File: config.mk
export PLATFORM = sky130hd
export DESIGN_NAME = osr_decimator
export DESIGN_NICKNAME = d
export VERILOG_FILES = /design/src/rtl/osr_pkg.sv /design/src/rtl/osr_cfg_decode.sv /design/src/rtl/osr_round_shift.sv /design/src/rtl/osr_decimator.sv
export SDC_FILE = /design/constraint.sdc
export NUM_CORES = 1
export LEC_CHECK = 0
export CAP_MARGIN = 20
export CORE_UTILIZATION = 40
export CTS_CLUSTER_SIZE = 25
export DETAILED_ROUTE_END_ITERATION = 16
export REMOVE_ABC_BUFFERS = 1
export SYNTH_ARGS = -nofsm -noshare
export SYNTH_HDL_FRONTEND = slang
export SYNTH_HIERARCHICAL = 1
export SYNTH_SLANG_ARGS = --single-unit
File: constraint.sdc
create_clock -name clk -period 5.8 [get_ports clk]
set_input_delay 0.58 -clock clk [delete_from_list [all_inputs] [get_ports clk]]
set_output_delay 0.58 -clock clk [all_outputs]
set_load 0.005 [all_outputs]
File: src/rtl/osr_pkg.sv
package osr_pkg;

    typedef enum logic {
        OSR_BYPASS = 1'b0,
        OSR_ACCUM  = 1'b1
    } osr_mode_e;

    // Samples per group for a given ratio code: 2^(code+1)
    function automatic int osr_group_len(input int code);
        return 1 << (code + 1);
    endfunction

endpackage

File: src/rtl/osr_cfg_decode.sv
module osr_cfg_decode #(
    parameter int RATIO_CODE_W = 3,
    parameter int SHIFT_CODE_W = 4,
    parameter int MAX_SHIFT    = 8,
    parameter int CNT_W        = 2 ** RATIO_CODE_W,
    parameter int SH_W         = $clog2(MAX_SHIFT + 1)
) (
    input  logic [RATIO_CODE_W-1:0] ratio_code,
    input  logic [SHIFT_CODE_W-1:0] shift_code,
    output logic [CNT_W-1:0]        last_idx,
    output logic [SH_W-1:0]         shift_amt
);
    import osr_pkg::*;

    always_comb begin
        last_idx = CNT_W'(osr_group_len(int'(ratio_code)) - 1);
        if (int'(shift_code) > MAX_SHIFT) begin
            shift_amt = SH_W'(MAX_SHIFT);
        end else begin
            shift_amt = SH_W'(shift_code);
        end
    end

endmodule

File: src/rtl/osr_round_shift.sv
module osr_round_shift #(
    parameter int ACC_W         = 20,
    parameter int SH_W          = 4,
    parameter int RES_W         = 16,
    parameter bit ROUND_NEAREST = 1'b1
) (
    input  logic [ACC_W-1:0] sum,
    input  logic [SH_W-1:0]  shamt,
    output logic [RES_W-1:0] res
);
    localparam int EXT_W = ACC_W + 1;

    logic [EXT_W-1:0] bias;
    logic [EXT_W-1:0] biased;
    logic [EXT_W-1:0] shifted;

    generate
        if (ROUND_NEAREST) begin : g_round
            always_comb begin
                if (shamt == '0) begin
                    bias = '0;
                end else begin
                    bias = EXT_W'(1) << (shamt - SH_W'(1));
                end
            end
        end else begin : g_trunc
            assign bias = '0;
        end
    endgenerate

    always_comb begin
        biased  = {1'b0, sum} + bias;
        shifted = biased >> shamt;
        res     = shifted[RES_W-1:0];
    end

endmodule

File: src/rtl/osr_decimator.sv
module osr_decimator #(
    parameter int SMP_W        = 12,
    parameter int RES_W        = 16,
    parameter int RATIO_CODE_W = 3,
    parameter int SHIFT_CODE_W = 4,
    parameter int MAX_SHIFT    = 8
) (
    input  logic                    clk,
    input  logic                    rst_n,
    input  logic                    os_en,
    input  logic [RATIO_CODE_W-1:0] ratio_code,
    input  logic [SHIFT_CODE_W-1:0] shift_code,
    input  logic                    smp_vld,
    input  logic [SMP_W-1:0]        smp_data,
    output logic                    res_vld,
    output logic [RES_W-1:0]        res_data
);
    import osr_pkg::*;

    localparam int CNT_W = 2 ** RATIO_CODE_W;
    localparam int ACC_W = SMP_W + CNT_W;
    localparam int SH_W  = $clog2(MAX_SHIFT + 1);
    localparam logic [ACC_W:0] SMP_MAX = (ACC_W+1)'((1 << SMP_W) - 1);

    typedef struct packed {
        logic [ACC_W-1:0]        acc;
        logic [CNT_W-1:0]        cnt;
        logic [RATIO_CODE_W-1:0] ratio;
        logic [SHIFT_CODE_W-1:0] shift;
        logic [RES_W-1:0]        res;
        logic                    vld;
    } osr_state_t;

    osr_state_t state_d, state_q;

    osr_mode_e        mode;
    logic [CNT_W-1:0] last_idx;
    logic [SH_W-1:0]  shift_amt;
    logic             cfg_chg;
    logic [ACC_W-1:0] acc_base_d;
    logic [CNT_W-1:0] cnt_base_d;
    logic [ACC_W-1:0] acc_sum_d;
    logic [RES_W-1:0] scaled;

    osr_cfg_decode #(
        .RATIO_CODE_W (RATIO_CODE_W),
        .SHIFT_CODE_W (SHIFT_CODE_W),
        .MAX_SHIFT    (MAX_SHIFT),
        .CNT_W        (CNT_W),
        .SH_W         (SH_W)
    ) cfg_i (
        .ratio_code (ratio_code),
        .shift_code (shift_code),
        .last_idx   (last_idx),
        .shift_amt  (shift_amt)
    );

    osr_round_shift #(
        .ACC_W         (ACC_W),
        .SH_W          (SH_W),
        .RES_W         (RES_W),
        .ROUND_NEAREST (1'b1)
    ) rnd_i (
        .sum   (acc_sum_d),
        .shamt (shift_amt),
        .res   (scaled)
    );

    always_comb begin
        mode       = os_en ? OSR_ACCUM : OSR_BYPASS;
        cfg_chg    = (ratio_code != state_q.ratio) ||
                     (shift_code != state_q.shift) || !os_en;
        acc_base_d = cfg_chg ? '0 : state_q.acc;
        cnt_base_d = cfg_chg ? '0 : state_q.cnt;
        acc_sum_d  = acc_base_d + ACC_W'(smp_data);

        state_d       = state_q;
        state_d.vld   = 1'b0;
        state_d.ratio = ratio_code;
        state_d.shift = shift_code;
        state_d.acc   = acc_base_d;
        state_d.cnt   = cnt_base_d;

        if (mode == OSR_BYPASS) begin
            if (smp_vld) begin
                state_d.res = RES_W'(smp_data);
                state_d.vld = 1'b1;
            end
        end else if (smp_vld) begin
            if (cnt_base_d == last_idx) begin
                state_d.res = scaled;
                state_d.vld = 1'b1;
                state_d.acc = '0;
                state_d.cnt = '0;
            end else begin
                state_d.acc = acc_sum_d;
                state_d.cnt = cnt_base_d + CNT_W'(1);
            end
        end
    end

    always_ff @(posedge clk) begin
        if (!rst_n) begin
            state_q <= '0;
        end else begin
            state_q <= state_d;
        end
    end

    assign res_vld  = state_q.vld;
    assign res_data = state_q.res;

    // the partial sum never exceeds count * full-scale sample
    assert_no_overflow_R5: assert property (@(posedge clk) disable iff (!rst_n)
        {1'b0, state_q.acc} <= (ACC_W+1)'(state_q.cnt) * SMP_MAX);

    // the count stays below the group length chosen by the ratio code
    assert_cnt_in_group_R2: assert property (@(posedge clk) disable iff (!rst_n)
        !cfg_chg |-> (state_q.cnt <= last_idx));

    // a code change or a cycle with enable low restarts the group
    assert_cfg_restart_R8: assert property (@(posedge clk) disable iff (!rst_n)
        cfg_chg |=> (state_q.cnt <= CNT_W'(1)));

    // the result holds in every cycle without a strobe
    assert_res_hold_R6: assert property (@(posedge clk) disable iff (!rst_n)
        !res_vld |-> $stable(res_data));

    // pass-through delivers the zero-extended sample one cycle later
    assert_bypass_R9: assert property (@(posedge clk) disable iff (!rst_n)
        (!os_en && smp_vld) |=> (res_vld && res_data == RES_W'($past(smp_data))));

endmodule

Word level (Yosys, flattened, before mapping)
Cells that the tools add are included.
Cells by class
  shifts and indexed selects: 3
  multiplexer cells: 12
  order comparisons: 1
  reductions and logical operators: 5
  equality and inequality tests: 4
  add/sub/neg operators: 6
Operators by type and width (count)
  28-bit two-way mux: 3
  17-bit two-way mux: 4
  1-bit by 32-bit left shift with 8-bit output (first input constant): 1
  20-bit by 21-bit adder with 21-bit output: 1
  21-bit two-way mux: 1
  1-bit by 4-bit left shift with 21-bit output (first input constant): 1
  21-bit by 4-bit >> shifter with 16-bit output: 1
  20-bit by 12-bit adder with 20-bit output: 1
  20-bit two-way mux: 1
  8-bit by 1-bit adder with 8-bit output (second input constant): 1
  8-bit equality test: 1
  8-bit two-way mux: 1
  8-bit by 2-bit subtractor with 8-bit output (second input constant): 1
  3-bit by 1-bit adder with 4-bit output (second input constant): 1
  4-bit greater-than comparator (second input constant): 1
  4-bit zero test: 1
  4-bit two-way mux: 1
  4-bit != test: 1
  4-bit by 1-bit subtractor with 4-bit output (second input constant): 1
  3-bit != test: 1
  1-bit logical OR: 2
  2-bit by 1-bit != test with 1-bit output (second input constant): 1
  2-bit AND reduction: 1
  1-bit zero test: 1
  1-bit two-way mux: 1
Word-level totals
  flip-flop bits (word level): 52
  bits of input ports: 23

Depth between registers and ports, before layout
Gate-level depths: netlist (run 1).
  depth in word-level cells: 10
  depth in mapped cells: 27

Modules after synthesis
Netlist (run 1), hierarchy kept.
By module, submodules not included
  osr_decimator: area an instance 3357.0 um2, cells each 426, times used 1
  osr_round_shift: area an instance 1978.1 um2, cells each 305, times used 1
  osr_cfg_decode: area an instance 176.4 um2, cells each 23, times used 1

Worst setup path after synthesis (run 1)
Ideal clock, no wire load.
  path type: in2reg
  start: input ratio_code[2]
  end: register state_q (netlist bit res_data[4])
  path slack: -0.234 ns
  data required time: 5.722 ns
  setup time: 0.078 ns
  data arrival time: 5.957 ns
  cell stages on the path: 25
  path through: xnor2_1 -> nand4_2 -> nor4_1 -> clkbuf_1 -> and2_1 -> ha_1 -> a21oi_1 -> o211ai_1 -> o41ai_1 -> o31ai_1 -> a21oi_1 -> nand3b_1 -> xor2_1 -> nor2_1 -> ha_1 -> a21oi_1 -> o21ai_0 -> a211o_1 -> o2111ai_1 -> nand2_1 -> or2_0 -> mux4_2 -> o211ai_1 -> nor3_1 -> nor3_1
On the way
  cells in the longest elaborated chain, start to end: 10
  elaborated cells between the ends (all ways): 17
  classes of those cells: 4 x add/sub; 3 x eq/ne; 2 x shift; 5 x mux; 3 x reduce/logical
Ends and longest elaborated chain
  start, declared: line osr_decimator.sv:11  | input logic [RATIO_CODE_W-1:0] ratio_code,
  3-bit != test: line osr_decimator.sv:71  | cfg_chg = (ratio_code != state_q.ratio) ||
  1-bit logical OR: line osr_decimator.sv:71
  1-bit logical OR: line osr_decimator.sv:72  | (shift_code != state_q.shift) || !os_en;
  20-bit two-way mux: line osr_decimator.sv:73  | acc_base_d = cfg_chg ? '0 : state_q.acc;
  20-bit by 12-bit adder with 20-bit output: line osr_decimator.sv:75  | acc_sum_d = acc_base_d + ACC_W'(smp_data);
  net acc_sum_d[14]: line osr_decimator.sv:42  | logic [ACC_W-1:0] acc_sum_d;
  20-bit by 21-bit adder with 21-bit output: line osr_round_shift.sv:32  | biased = {1'b0, sum} + bias;
  21-bit by 4-bit >> shifter with 16-bit output: line osr_round_shift.sv:33  | shifted = biased >> shamt;
  net scaled[4]: line osr_decimator.sv:43  | logic [RES_W-1:0] scaled;
  17-bit two-way mux: line osr_decimator.sv:90  | if (cnt_base_d == last_idx) begin
  17-bit two-way mux: line osr_decimator.sv:89  | end else if (smp_vld) begin
  17-bit two-way mux: line osr_decimator.sv:84  | if (mode == OSR_BYPASS) begin
  end signal, assigned: line osr_decimator.sv:106  | state_q <= state_d;
  end, declared: line osr_decimator.sv:34  | osr_state_t state_d, state_q;
The timed path passes the listed nets, and every way through them passes these cells. The select of a mux whose other input is x is not followed.
A chain may end at the register's enable or synchronous reset.

Worst setup path in the final report (run 1)
  start: input shift_code[0]
  end: register state_q (netlist bit res_data[0])
On the way
  cells in the longest elaborated chain, start to end: 10
  elaborated cells between the ends (all ways): 20
  classes of those cells: 3 x add/sub; 1 x order compare; 3 x eq/ne; 2 x shift; 7 x mux; 4 x reduce/logical
Ends and longest elaborated chain
  start, declared: line osr_decimator.sv:12  | input logic [SHIFT_CODE_W-1:0] shift_code,
  4-bit != test: line osr_decimator.sv:72
  1-bit logical OR: line osr_decimator.sv:71
  1-bit logical OR: line osr_decimator.sv:72
  20-bit two-way mux: line osr_decimator.sv:73
  20-bit by 12-bit adder with 20-bit output: line osr_decimator.sv:75
  net acc_sum_d[6]: line osr_decimator.sv:42
  20-bit by 21-bit adder with 21-bit output: line osr_round_shift.sv:32
  21-bit by 4-bit >> shifter with 16-bit output: line osr_round_shift.sv:33
  net scaled[0]: line osr_decimator.sv:43
  17-bit two-way mux: line osr_decimator.sv:90
  17-bit two-way mux: line osr_decimator.sv:89
  17-bit two-way mux: line osr_decimator.sv:84
The timed path passes the listed nets, and every way through them passes these cells. The select of a mux whose other input is x is not followed.

==> impl_metrics.yaml, run 1 <==
run_status:
  status: "finished clean"
global_routing:
  antenna_found_initial: 1
  grtUsageTotal_pct: 26.2
  grt_pass1_vias: 5943
  grt_first_pass_wirelength_um: 29700
  grt.overflow.total: 0
  grt_max_degree: 33
yosys:
  postSynthCellCount: 754
  synth_edf_count: 0
  ys.flop_type: "dfxtp_1"
  yosys_warnings: 6
  synth_area_mm2: 0.00551
  synth-async-reset-ratio_pct: 0
  synth-seq-cells: 52
  netlist-cell-type-count: 81
  ys_seq_area_share_pct: 18.9
  avgSynthCellArea_um2: 7.31
drt:
  drtIter0Drc: 491
  ant_nets: 0
  vias_per_cell: 5.86
  routed_wl_um: 18700
  wl_per_cell_um: 17.7
  vias: 6189
  drc_errors: 0
  first_pass_iters: 5
clocking:
  cts_buffer_depth: 2
  clockRootBuffer: "clkbuf_16"
  cts.sinks: 52
  cts_tree: "built"
  cts_buffers: 5
  cts.clk_slew.worst_paths_ps: 70
  postCtsHoldBufs: 0
  clock_latency_ps: 300
  h-tree-depth: 2
timing:
  setup_viol_count_final: 0
  fin_ws_ps: 140
  period_share_pct: 97.6
  maxSlewHeadroom_pct: 39.7
  tns_ps: 0
  hold_violations: 0
  skew_ps: 10.0
  fmax_mhz: 177
  worst_pin_slew_ps: 901
  final-max-slew-violation-count: 0
  period_minus_slack_ps: 5660
run:
  max_cap_viol_count: 0
final_layout:
  syn_to_final_growth_pct: 33.8
  final_cell_mix: "133 x buf_4, 77 x nand2_1, 68 x nor2_1"
  fillers: 1262
  diodes: 0
  multiInputGateArea_mm2: 0.00446
  drive_above_1_share_pct: 27.8
  seq_area_mm2: 0.00104
  final_nets: 935
  final_area_mm2: 0.00738
  final_common_cell: "buf_4"
floorplan:
  fp.dieH_um: 119
  num_io_pins: 40
  die_w_um: 119
  die-area_mm2: 0.0143
  core-area_mm2: 0.0133
  rows: 42
  initial_core_util_pct: 41.3
critical_path:
  start_kind: "input port"
  path_common_cell: "buf_4"
  required_ps: 6010
  cp_slowest_cell: "mux4_2"
  critical_path_arrival_ps: 5870
  cp-end-kind: "register"
  slowest_delay_ps: 480
  crit_fanout: 5
  worstSetupPathType: "in -> reg"
min_path:
  hp-class: "reg -> reg"
placement:
  hpwlAfterDp_um: 14100
  placed_cell_area_mm2: 0.00672
  pre_cts_ws_ps: -703
  globalplace.congestion: 0.937
  portBuffers: 39
power:
  p_leak_nw: 2.92
  p_total_mw: 0.996
  powerDensity_mw_per_mm2: 135
  ir_drop_mv: 0.109
## flip-flops by register name (all words and copies together), names as in the netlist
name / flops
res_data: 16
state_q: 35
res_vld: 1
## critical path: cells and delay by family
family                   cells  cell delay, ps
AO/OA/AOI/OAI                5            1160
XOR/XNOR                     2             410
adder cells (fa/ha/maj)      3             650
buffers and inverters        6             890
multiplexers                 3             920
AND/OR/NAND/NOR              8            1230
## repair_timing
item	CTS	global route
gates resized for setup	39	61
endpoints found under the setup margin	16	16
pin swaps	19	47
setup buffers	5	12
## path summary, 6_finish.rpt
| check | start | to | slack [ps] | cells after the start |
|---|---|---|---|---|
| min | res_data[12]$_SDFFE_PN0P_ | res_data[12]$_SDFFE_PN0P_ | 460 | 2 |
| min reg2reg | res_data[12]$_SDFFE_PN0P_ | res_data[12]$_SDFFE_PN0P_ | 460 | 2 |
| max reg2reg | state_q[17]$_SDFF_PN0_ | res_data[0]$_SDFFE_PN0P_ | 180 | 26 |
| max | shift_code[0] | res_data[0]$_SDFFE_PN0P_ | 140 | 27 |
## layout make-up
type	count	area share (%)
clock buffer	5	1.70
tap	176	2.99
timing repair buffer	177	19.5
sequential	52	14.1
multi-input combinational	624	60.4
clock inverter	3	0.288
inverter	20	1.02
## stage by stage
| stage | util [%] | std cells | hold WS (ps) |
|---|---|---|---|
| after global placement | 50.4 | 1034 | 445 |
| final | 55.3 | 1057 | 462 |
| after detailed placement | 50.4 | 1034 | 458 |
| after CTS | 52.7 | 1046 | 467 |
| after global routing | 55.3 | 1057 | 488 |
| after floorplan | - | 696 | 444 |
## power breakdown
group	total [mW]	switching, mW	internal, mW
sequential	0.375	0.00685	0.368
clock	0.309	0.147	0.161
combinational	0.312	0.176	0.136
## layer usage
| layer | GRT usage [%] | wire length (um) | vias up |
|---|---|---|---|
| li1 | - | - | 2961 |
| met1 | 33.5 | 8330 | 2971 |
| met2 | 44.3 | 8910 | 211 |
| met3 | 2.92 | 827 | 46 |
| met4 | 11.3 | 620 | 0 |
| met5 | 0 | 0 | - |
## synthesized netlist by cell type, drive strengths merged, types with 12 or more instances
library cell | count | area share (%)
a21o | 12 | 1.7
a21oi | 61 | 5.8
a31oi | 12 | 1.5
and2 | 26 | 3.0
buf | 31 | 4.2
clkbuf | 28 | 1.9
dfxtp | 52 | 19
ha | 30 | 6.8
inv | 19 | 1.3
mux2i | 14 | 2.5
nand2 | 81 | 5.5
nand3 | 43 | 4.0
nor2 | 70 | 4.8
nor3 | 44 | 4.9
o211ai | 12 | 1.8
o21ai | 48 | 4.4
xnor2 | 34 | 5.5
xor2 | 13 | 2.1
## cells by family after synthesis
logic type      Yosys count  synth area share (%)
other cells               2                 0.136
flops                    52                  18.9
fa+ha+maj                32                  7.54
simple gates            322                  29.7
mux                      20                  4.59
compound gates          200                  24.1
buf+inv                  79                  7.47
xor+xnor                 47                  7.61
No activity file was read; power rests on OpenSTA's default activity.
==> inputs of run 2 (changes only) <==
SLEW_MARGIN = 30   (was unset)
==> results of run 2 <==
Final layout, timing and power as in run 1 (identical DEF).
==> inputs of run 3 (changes only) <==
MAX_ROUTING_LAYER = met4   (was unset)
==> run 3 against run 2 <==
Compared with the run above: worst hold slack improved by 7.1 ps; largest power group unchanged; wire length up 2.0%; register-to-register slack improved by 110 ps; first-iteration DRC count is 1.6% lower; count of clock-buffer cells in the layout rose by 1.
==> impl_metrics.yaml, run 3 (same netlist as run 1, synthesis figures left out) <==
clocking:
  cts_buffers: 5
  cts_tree: "built"
  clockRootBuffer: "clkbuf_16"
  clock_latency_ps: 300
  postCtsHoldBufs: 0
  cts_buffer_depth: 2
  cts.sinks: 52
  h-tree-depth: 2
  cts.clk_slew.worst_paths_ps: 70
timing:
  tns_ps: 0
  worst_pin_slew_ps: 912
  period_share_pct: 98.6
  fmax_mhz: 175
  maxSlewHeadroom_pct: 39.0
  hold_violations: 0
  period_minus_slack_ps: 5720
  skew_ps: 5.85
  rsz0062_at_grt: "yes"
  final-max-slew-violation-count: 0
  setup_viol_count_final: 0
drt:
  ant_nets: 0
  wl_per_cell_um: 18.0
  vias_per_cell: 5.93
  vias: 6270
  routed_wl_um: 19100
  drtIter0Drc: 483
  drc_errors: 0
  first_pass_iters: 5
critical_path:
  path_common_cell: "buf_4"
  rr_worst_depth: 29
  required_ps: 5990
  cp_slowest_cell: "fa_2"
  crit_fanout: 5
  r2r_slack_ps: 290
  slowest_delay_ps: 390
  worstSetupPathType: "in -> reg"
  start_kind: "input port"
  cp-end-kind: "register"
  critical_path_arrival_ps: 5910
placement:
  globalplace.congestion: 0.959
  hpwlAfterDp_um: 14300
  placed_cell_area_mm2: 0.00676
  portBuffers: 39
  place_inst: 1039
global_routing:
  grt_pass1_vias: 5994
  grtUsageTotal_pct: 27.4
  antenna_found_initial: 0
  grt_first_pass_wirelength_um: 30100
  grt.overflow.total: 0
  grt_max_degree: 33
final_layout:
  final_cell_mix: "135 x buf_4, 76 x nand2_1, 68 x nor2_1"
  final_nets: 936
  final_common_cell: "buf_4"
  diodes: 0
  final_area_mm2: 0.00743
  max_flop_register: "state_q"
  seq_area_mm2: 0.00104
  drive_above_1_share_pct: 29.2
  largest_reg_flops: 35
  finalNonFillerCells: 1057
  multiInputGateArea_mm2: 0.00451
  fillers: 1271
  syn_to_final_growth_pct: 34.8
floorplan:
  die-area_mm2: 0.0143
  core-area_mm2: 0.0133
  num_io_pins: 40
  die_w_um: 119
  initial_core_util_pct: 41.3
  fp.dieH_um: 119
  rows: 42
power:
  ir_drop_mv: 0.107
  p_leak_nw: 2.92
  powerDensity_mw_per_mm2: 136
min_path:
  hp-class: "reg -> reg"
  min_path_cells: 2
run_status:
  status: "finished clean"
run:
  max_cap_viol_count: 0
[run 3: changes by cell type in the layout (fill, tap and decap cells not counted), sizes merged]
cell / before / now
dlygate4sd2: 3 / 4
inv: 20 / 19
clkdlybuf4s15: 1 / 2
clkinvlp: 1 / 0
[run 3: layout make-up]
cell class | count | area share, %
clock inverter | 1 | 0.118
clock buffer | 6 | 1.87
timing repair buffer | 178 | 19.4
multi-input combinational | 624 | 60.6
tap | 176 | 2.96
sequential | 52 | 14.0
inverter | 20 | 1.01
[run 3: power by group]
part / switching (mW) / internal [mW]
Sequential: 0.00641 / 0.368
Clock: 0.146 / 0.171
Combinational: 0.181 / 0.139
Total: 0.333 / 0.677
[run 3: worst max-delay path, delay by kind of cell]
family,cells,cell delay [ps]
compound gates,12,2270
xor+xnor,1,160
fa+ha+maj,2,770
buf+inv,6,970
simple gates,9,1120
[run 3: worst paths after layout]
check | endpoint | from
max reg2reg | res_data[11]$_SDFFE_PN0P_ | state_q[19]$_SDFF_PN0_
min | res_data[12]$_SDFFE_PN0P_ | res_data[12]$_SDFFE_PN0P_
min reg2reg | res_data[12]$_SDFFE_PN0P_ | res_data[12]$_SDFFE_PN0P_
max | res_data[11]$_SDFFE_PN0P_ | shift_code[2]
[run 3: repair_timing]
item | 4_1_cts | 5_1_grt
pin swaps | 26 | 52
setup buffers | 5 | 8
resized for setup | 51 | 57
endpoints found under the setup margin | 16 | 16
[run 3: metal layers]
layer  share of wire (%)  global-route usage [%]  vias to the layer above
met4                 3.5                    10.5                        0
met1                  43                    34.1                     3009
li1                    -                       -                     2971
met2                  48                    44.8                      234
met5                   0                       -                        -
met3                 5.2                    3.93                       56
[run 3: per-stage QoR]
| stage | hold WS (ps) | setup WS, ps | total power [mW] | utilization [%] |
|---|---|---|---|---|
| after floorplan | 444 | -1030 | 0.542 | - |
| after global placement | 443 | -647 | 0.670 | 50.6 |
| after detailed placement | 469 | -718 | 0.675 | 50.6 |
| after CTS | 478 | 14.3 | 0.993 | 53.4 |
| after global routing | 496 | -202 | 1.06 | 55.7 |
| final | 469 | 79.8 | 1.01 | 55.7 |
